**src/rtl/task_ctx_seq.sv**
```systemverilog
module task_ctx_seq #(
  parameter int AW = 32
) (
  input  logic                 clk,
  input  logic                 rst_n,
  input  logic                 start,
  input  logic [AW-1:0]        old_base,
  input  logic [AW-1:0]        new_base,
  input  logic [7:0][31:0]     cur_gpr,
  input  logic [5:0][15:0]     cur_sel,
  input  logic [31:0]          cur_flags,
  input  logic [31:0]          cur_ip,
  output logic                 mem_req,
  output logic                 mem_we,
  output logic [AW-1:0]        mem_addr,
  output logic [31:0]          mem_wdata,
  input  logic [31:0]          mem_rdata,
  input  logic                 mem_ack,
  output logic                 busy,
  output logic                 done,
  output logic                 trap_req,
  output logic [15:0]          nx_link,
  output logic [2:0][31:0]     nx_sp,
  output logic [2:0][15:0]     nx_ss,
  output logic [31:0]          nx_pdbr,
  output logic [31:0]          nx_ip,
  output logic [31:0]          nx_flags,
  output logic [7:0][31:0]     nx_gpr,
  output logic [5:0][15:0]     nx_sel,
  output logic [15:0]          nx_ldt,
  output logic                 nx_trap,
  output logic [15:0]          nx_iomap
);

  localparam logic [4:0] SV_FIRST = 5'd8;
  localparam logic [4:0] SV_LAST  = 5'd23;
  localparam logic [4:0] LD_LAST  = 5'd25;
  localparam logic [4:0] GPR_W0   = 5'd10;
  localparam logic [4:0] SEL_W0   = 5'd18;

  typedef enum logic [1:0] {ST_IDLE, ST_SAVE, ST_LOAD} st_t;

  st_t             st;
  logic [4:0]      idx;
  logic [AW-1:0]   old_q, new_q;
  logic [7:0][31:0] gpr_q;
  logic [5:0][15:0] sel_q;
  logic [31:0]     flags_q, ip_q;

  logic [4:0] gi, si, pi;
  assign gi = idx - GPR_W0;
  assign si = idx - SEL_W0;
  assign pi = idx - 5'd1;

  assign busy     = (st != ST_IDLE);
  assign mem_req  = busy;
  assign mem_we   = (st == ST_SAVE);
  assign mem_addr = (st == ST_LOAD ? new_q : old_q) + AW'({idx, 2'b00});
  assign trap_req = done & nx_trap;

  always_comb begin
    mem_wdata = 32'd0;
    if (st == ST_SAVE) begin
      if (idx == SV_FIRST)            mem_wdata = ip_q;
      else if (idx == SV_FIRST + 5'd1) mem_wdata = flags_q;
      else if (idx < SEL_W0)          mem_wdata = gpr_q[gi[2:0]];
      else                            mem_wdata = {16'd0, sel_q[si[2:0]]};
    end
  end

  always_ff @(posedge clk or negedge rst_n) begin
    if (!rst_n) begin
      st <= ST_IDLE;
      idx <= '0;
      done <= 1'b0;
      old_q <= '0;
      new_q <= '0;
      gpr_q <= '0;
      sel_q <= '0;
      flags_q <= '0;
      ip_q <= '0;
    end else begin
      done <= 1'b0;
      case (st)
        ST_IDLE: if (start) begin
          st <= ST_SAVE;
          idx <= SV_FIRST;
          old_q <= old_base;
          new_q <= new_base;
          gpr_q <= cur_gpr;
          sel_q <= cur_sel;
          flags_q <= cur_flags;
          ip_q <= cur_ip;
        end
        ST_SAVE: if (mem_ack) begin
          if (idx == SV_LAST) begin
            st <= ST_LOAD;
            idx <= '0;
          end else idx <= idx + 5'd1;
        end
        ST_LOAD: if (mem_ack) begin
          if (idx == LD_LAST) begin
            st <= ST_IDLE;
            idx <= '0;
            done <= 1'b1;
          end else idx <= idx + 5'd1;
        end
        default: st <= ST_IDLE;
      endcase
    end
  end

  always_ff @(posedge clk or negedge rst_n) begin
    if (!rst_n) begin
      nx_link <= '0;
      nx_sp <= '0;
      nx_ss <= '0;
      nx_pdbr <= '0;
      nx_ip <= '0;
      nx_flags <= '0;
      nx_gpr <= '0;
      nx_sel <= '0;
      nx_ldt <= '0;
      nx_trap <= 1'b0;
      nx_iomap <= '0;
    end else if (st == ST_LOAD && mem_ack) begin
      if (idx == 5'd0)              nx_link <= mem_rdata[15:0];
      else if (idx <= 5'd6) begin
        if (idx[0])                 nx_sp[pi[2:1]] <= mem_rdata;
        else                        nx_ss[pi[2:1]] <= mem_rdata[15:0];
      end
      else if (idx == 5'd7)         nx_pdbr <= mem_rdata;
      else if (idx == 5'd8)         nx_ip <= mem_rdata;
      else if (idx == 5'd9)         nx_flags <= mem_rdata;
      else if (idx < SEL_W0)        nx_gpr[gi[2:0]] <= mem_rdata;
      else if (idx <= SV_LAST)      nx_sel[si[2:0]] <= mem_rdata[15:0];
      else if (idx == 5'd24)        nx_ldt <= mem_rdata[15:0];
      else begin
        nx_trap <= mem_rdata[0];
        nx_iomap <= mem_rdata[31:16];
      end
    end
  end


  req_hold_chk: assert property (@(posedge clk) disable iff (!rst_n)
    mem_req && !mem_ack |=> mem_req && $stable(mem_addr) && $stable(mem_we) && $stable(mem_wdata));


  save_window_chk: assert property (@(posedge clk) disable iff (!rst_n)
    mem_req && mem_we |-> ((mem_addr - old_q) >= AW'(32)) && ((mem_addr - old_q) <= AW'(92)));


  no_write_after_read_chk: assert property (@(posedge clk) disable iff (!rst_n)
    mem_req && !mem_we |=> !(mem_req && mem_we));


  addr_step_chk: assert property (@(posedge clk) disable iff (!rst_n)
    mem_req && mem_ack && !(mem_we && idx == SV_LAST) && !(!mem_we && idx == LD_LAST)
    |=> mem_req && mem_addr == $past(mem_addr) + AW'(4));


  done_end_chk: assert property (@(posedge clk) disable iff (!rst_n)
    $fell(busy) |-> done);


  done_pulse_chk: assert property (@(posedge clk) disable iff (!rst_n)
    done |-> !busy ##1 !done);


  trap_with_done_chk: assert property (@(posedge clk) disable iff (!rst_n)
    trap_req |-> done);

endmodule

```
**config.mk**
```make
export PLATFORM = sky130hd
export DESIGN_NAME = task_ctx_seq
export DESIGN_NICKNAME = d
export VERILOG_FILES = /design/src/rtl/task_ctx_seq.sv
export SDC_FILE = /design/constraint.sdc
export NUM_CORES = 1
export LEC_CHECK = 0
export ABC_AREA = 0
export BUFFER_PORTS_ARGS = -buffer_cell sky130_fd_sc_hd__buf_4
export CORE_AREA = 2 2 481 483
export CTS_CLUSTER_SIZE = 14
export DETAILED_ROUTE_END_ITERATION = 10
export DIE_AREA = 0 0 483 485
export HOLD_SLACK_MARGIN = 0.08
export PLACE_DENSITY = 0.41
export SLEW_MARGIN = 20
export SYNTH_ARGS = -nofsm -noshare
export SYNTH_HDL_FRONTEND = slang
export SYNTH_SLANG_ARGS = --single-unit
```
**constraint.sdc**
```tcl
create_clock -name clk -period 4.65 [get_ports clk]
set_input_delay 0.465 -clock clk [delete_from_list [all_inputs] [get_ports clk]]
set_output_delay 0.465 -clock clk [all_outputs]
set_load 0.005 [all_outputs]
```
Word level (Yosys, flattened, before mapping)
Cells that the tools add are included.
{ "word_totals": {"register_bits": 1129, "latchBits": 0, "ram_bits": 0, "romBits": 0, "inputBits": 516, "out_inout_bits": 710, "wordCells": 142, "n_memories": 0} }
{ "op_classes": {"addsub": 5, "n_mul": 0, "n_div": 0, "order_cmp": 9, "n_eq_ne": 13, "n_shift": 0, "muxes": 36, "n_bitwise": 10, "reduce_logical": 21} }
{ "ops": {"columns": ["cell", "n"], "rows": [
  ["bitwise mux 256 bit", 1],
  ["2-to-1 mux 32 bit", 8],
  ["bitwise mux 96 bit", 2],
  ["binary-select mux 32 bit (select 3 bit)", 1],
  ["demux 32 bit (select 3 bit)", 1],
  ["demux 32 bit (select 2 bit)", 1],
  ["binary-select mux 16 bit (select 3 bit)", 1],
  ["bitwise mux 48 bit", 1],
  ["demux 16 bit (select 3 bit)", 1],
  ["2-to-1 mux 16 bit", 3],
  ["adder 32 x 7 -> 32 bit", 1],
  ["demux 16 bit (select 2 bit)", 1],
  ["2-to-1 mux 5 bit", 5],
  ["AND reduction 9 bit", 2],
  ["AND reduction 4 bit", 4],
  ["== test 5 bit, second input constant", 3],
  ["case mux 5 bit (3 select lines)", 1],
  ["== test 5 x 4 -> 1 bit, second input constant", 2],
  ["2-to-1 mux 2 bit", 5],
  ["AND reduction 5 bit", 2],
  ["inverter 1 bit", 9],
  ["< comparator 3 x 4 -> 1 bit, second input constant", 2],
  ["AND reduction 8 bit", 1],
  ["AND reduction 7 bit", 1],
  ["other kinds (24)", 35]
]} }

Longest topological paths before layout
{ "depth": {"depth_word": 7, "depth_mapped": 15, "depth_no_buf": 10} }

Worst setup path after synthesis
OpenSTA, ideal clock, no wires.
{ "synth_timing": {"path_kind": "register to output", "startpoint": "register st[0]", "endpoint": "output mem_addr[20]", "arrival_ps": 3875, "required_time_ps": 4185, "slack_ps": 310, "stages_incl_launch_ff": 16, "n_path_buf": 5, "path_cell_list": "dfrtp_1 -> inv_1 -> ha_1 -> clkbuf_1 -> clkbuf_1 -> clkbuf_1 -> buf_1 -> mux2_2 -> ha_1 -> fa_1 -> a211oi_1 -> o21bai_1 -> clkbuf_1 -> nand4_1 -> mux2i_1 -> o311ai_0"} }
{ "synth_between": {"elab_chain_cells": 3} }
{ "synth_rtl": {"columns": ["element", "line_no", "text"], "rows": [
  ["start: declaration", "43", "st_t st;"],
  ["start signal: assignment", "73", "st <= ST_IDLE;"],
  ["start signal: assignment", "86", "st <= ST_SAVE;"],
  ["start signal: assignment", "97", "st <= ST_LOAD;"],
  ["== test 2 bit", "58", "assign mem_addr = (st == ST_LOAD ? new_q : old_q) + AW'({idx, 2'b00});"],
  ["2-to-1 mux 32 bit", "58", null],
  ["adder 32 x 7 -> 32 bit", "58", null],
  ["end: declaration", "15", "output logic [AW-1:0] mem_addr,"]
]} }
Every way passes these cells.

Final worst setup path
{ "layout_timing": {"startpoint": "register st[0]", "endpoint": "output mem_addr[30]"} }
The elaborated chain is that of the path after synthesis.

==> results.yml <==
run_status:
  outcome: "finished, final reports clean"
critical_path:
  critPathCapture: "mem_addr[30]"
  critPathMaxFanout: 11
  end_kind: "primary output"
  cp-start-kind: "flip-flop"
  timing_worst_setup_path_type: "flip-flop to primary output"
  setup.worst_path.start: "st[0]"
  rr_startpoint: "idx[2]"
  r2r_setup_slack_ns: 1.16
  r2r_cells: 7
  r2r_end: "nx_sel[92]"
  worstPathRequired_ns: 4.18
  crit_arrival_ns: 3.89
layout:
  final_nets: 5272
  stdcell_count: 7908
  area_delta_synth_final_pct: 48.77
  n_fill_cell: 23330
  drive_gt1_share_pct: 57.68
placed_design:
  io_buffers: 1225
  gp_congestion: 0.7952
  place_hpwl_um: 152600
  placedCellCount: 7125
timing:
  relSlewSlack_pct: 34.87
  fin_crit_sh_pct: 93.62
  finalHoldViolations: 0
  skew_ns: 0.02421
  drv_slew: 0
  rsz0062_at_grt: "true"
  hold_slack_ns: 0.1426
  tightest_slew_ns: 0.9769
  period_minus_slack_ns: 4.353
  max_freq_mhz: 229.7
  finalSetupViolCount: 0
clocking:
  path_clk_slew_ns: 0.06
  cts_tree: "built"
  htree_levels: 4
  cts_buffer_depth: 3
  root_buffer: "clkbuf_16"
  clk_latency_ns: 0.78
  clock-sinks: 1129
  cts_made_buffers: 143
floorplanning:
  io_pins: 1226
  fp.coreArea_um2: 229000
  die_w_um: 483
  die-height_um: 485
  num_rows: 176
  die-area_um2: 234300
  start_util_pct: 20.50
worst_hold_path:
  holdCritPathClass: "input port to flip-flop"
power_and_ir_drop:
  intPower_mw: 26.57
  finalPower_mw: 38.99
  seqPwrFrac_pct: 38.3
  power_per_cell_area_nw_per_um2: 558.2
  sw_frac_of_total_pct: 31.86
  p_sw_mw: 12.42
  power.share.clock_pct: 29.3
  p_leak_nw: 32.93
  p_comb_share_pct: 32.4
  ir_drop_uv: 330.5
synthesis:
  synth-seq-cells: 1129
  ys_warn_count: 0
  synthCells: 3016
  synth_fp_nets: 3553
  synth-main-ff-cell: "dfrtp_1"
  synth-edff-count: 0
  synth_seq_area_share_pct: 60.17
  ys_types: 64
  synth_area_um2: 46950
  synth_commonest_cells: "mux2_2, dfrtp_1, clkbuf_1"
  yosysTopAreaCellShare_pct: 60.17
  synthArstFlopShare_pct: 100.0
  synth_largest_area_cell: "dfrtp_1"
  yosys.cell_count.top_type: "mux2_2"
  ys_top_cells_by_area: "dfrtp_1, mux2_2, mux4_2"
  postSynthAreaPerCell_um2: 15.57
drt:
  drt_iter0_markers: 1280
  drtPass1Iterations: 5
  vias: 33130
  viasPerCell: 4.189
  wl_per_cell_um: 26.62
  drc_errors: 0
  drt_wl_total_um: 210500
  ant_nets: 0
global_routing:
  grt_pass1_wl_um: 293700
  grt_pass1_vias: 35910
  grt-ovfl-total: 0
  grt_usage_pct: 17.61
  antenna_found_initial: 64
  grt_max_degree: 134
job:
  maxCapViolations: 0
[how the worst min path moves through the flow]
| stage | from | end | slack (ns) | cells past startpoint |
|---|---|---|---|---|
| 3_5_place_dp | nx_sel[53] | nx_sel[53] | 0.48 | 1 |
| 6_report | mem_rdata[28] | nx_iomap[12] | 0.14 | 2 |
| 5_1_grt | mem_rdata[28] | nx_gpr[220] | 0.11 | 2 |
| 4_1_cts | mem_rdata[28] | nx_gpr[156] | 0.08 | 2 |
| 2_1_floorplan | rst_n | done | 0.17 | 0 |
| 3_3_place_gp | nx_sel[54] | nx_sel[54] | 0.47 | 1 |
[per-layer routing]
layer	global-route usage [%]	wire [um]	vias to the layer above
met4	4.589	4861	34
met2	31.38	107700	1068
met1	20.72	85080	17300
met3	4.815	12670	253
met5	0	204	-
li1	-	-	14470
[power groups by stage]
stage          sequential (mW)  clock, mW  combinational (mW)
3_5_place_dp              15.2          0                12.4
2_1_floorplan             14.2          0                6.83
3_3_place_gp              15.1          0                12.3
6_report                  14.9       11.4                12.6
4_1_cts                   15.0       11.8                12.9
5_1_grt                   15.3       12.2                13.6
[timing repair]
action	in CTS	in global routing
cloned	0	0
pin swaps	0	1
hold buffers	489	0
gates resized for setup	5	1
setup buffers	1	1
endpoints found under the setup margin	14	11
hold endpoints to repair	589	0
[metrics by stage]
step                TNS [ns]  util, %  worst slack, ns  cell area [um^2]
global placement           0    26.19           0.6827             59970
CTS                        0    30.44          0.03591             69720
detailed placement         0    26.19           0.7062             59980
finish                     0    30.50           0.2968             69850
global route        -0.01872    30.49         -0.01872             69820
floorplan                  0        -           0.3104             46950
[kinds of logic (layout without fill, tap and decap cells)]
kind of cell    count (synthesis)  in the layout  synth area share [%]
other cells                     0             45                     0
simple gates                  177            177                 2.039
mux                          1277           1277                 32.44
xor+xnor                       31             31                0.5783
flops                        1129           1129                 60.17
fa+ha+maj                      21             21                0.5756
buf+inv                       232           2053                 2.063
compound gates                149            149                 2.135
[area by class of cell]
class                   count  area (um^2)  area share [%]
repair buffers           1797        15010           21.48
diodes                     45        112.6          0.1612
flip-flops and latches   1129        28260           40.46
clock buffers             220         4289           6.141
inverters                   9        33.78         0.04836
well taps                3026         3786           5.420
clock inverters            27        508.0          0.7273
multi-input cells        1655        17850           25.56
[critical path: stages (launching register included)]
cell	delay [ns]
dfrtp_1	0.40
inv_1	0.17
ha_4	0.25
mux2_2	0.35
ha_1	0.21
fa_1	0.43
a211oi_1	0.28
o21bai_2	0.21
nand4_1	0.15
buf_4	0.17
nor3_1	0.08
xnor2_1	0.21
buf_4	0.18
[flip-flops by register name, indices dropped and copies added, names as in the netlist, 16 cells and up]
signal / flops
nx_flags: 32
nx_gpr: 256
new_q: 32
ip_q: 32
nx_sp: 96
nx_pdbr: 32
old_q: 32
nx_link: 16
nx_ldt: 16
gpr_q: 256
sel_q: 96
nx_ip: 32
nx_ss: 48
flags_q: 32
nx_iomap: 16
nx_sel: 96
[cell usage in the layout, fill, tap and decap left out, drive strengths merged, types with 13 or more instances in the layout]
| cell | synthesis | layout |
|---|---|---|
| buf | 77 | 1308 |
| mux2 | 1155 | 1155 |
| dfrtp | 1129 | 1129 |
| dlygate4sd3 | 0 | 489 |
| clkbuf | 146 | 220 |
| mux4 | 80 | 80 |
| diode | 0 | 45 |
| o21ai | 43 | 43 |
| nand2 | 43 | 43 |
| mux2i | 42 | 42 |
| nor2 | 40 | 40 |
| a221oi | 27 | 27 |
| a21oi | 27 | 27 |
| nand3 | 24 | 24 |
| ha | 20 | 20 |
| o22ai | 18 | 18 |
| xnor2 | 16 | 16 |
| xor2 | 15 | 15 |
| inv | 9 | 15 |
| clkinv | 0 | 13 |
Power figures use the tool's default switching activity.
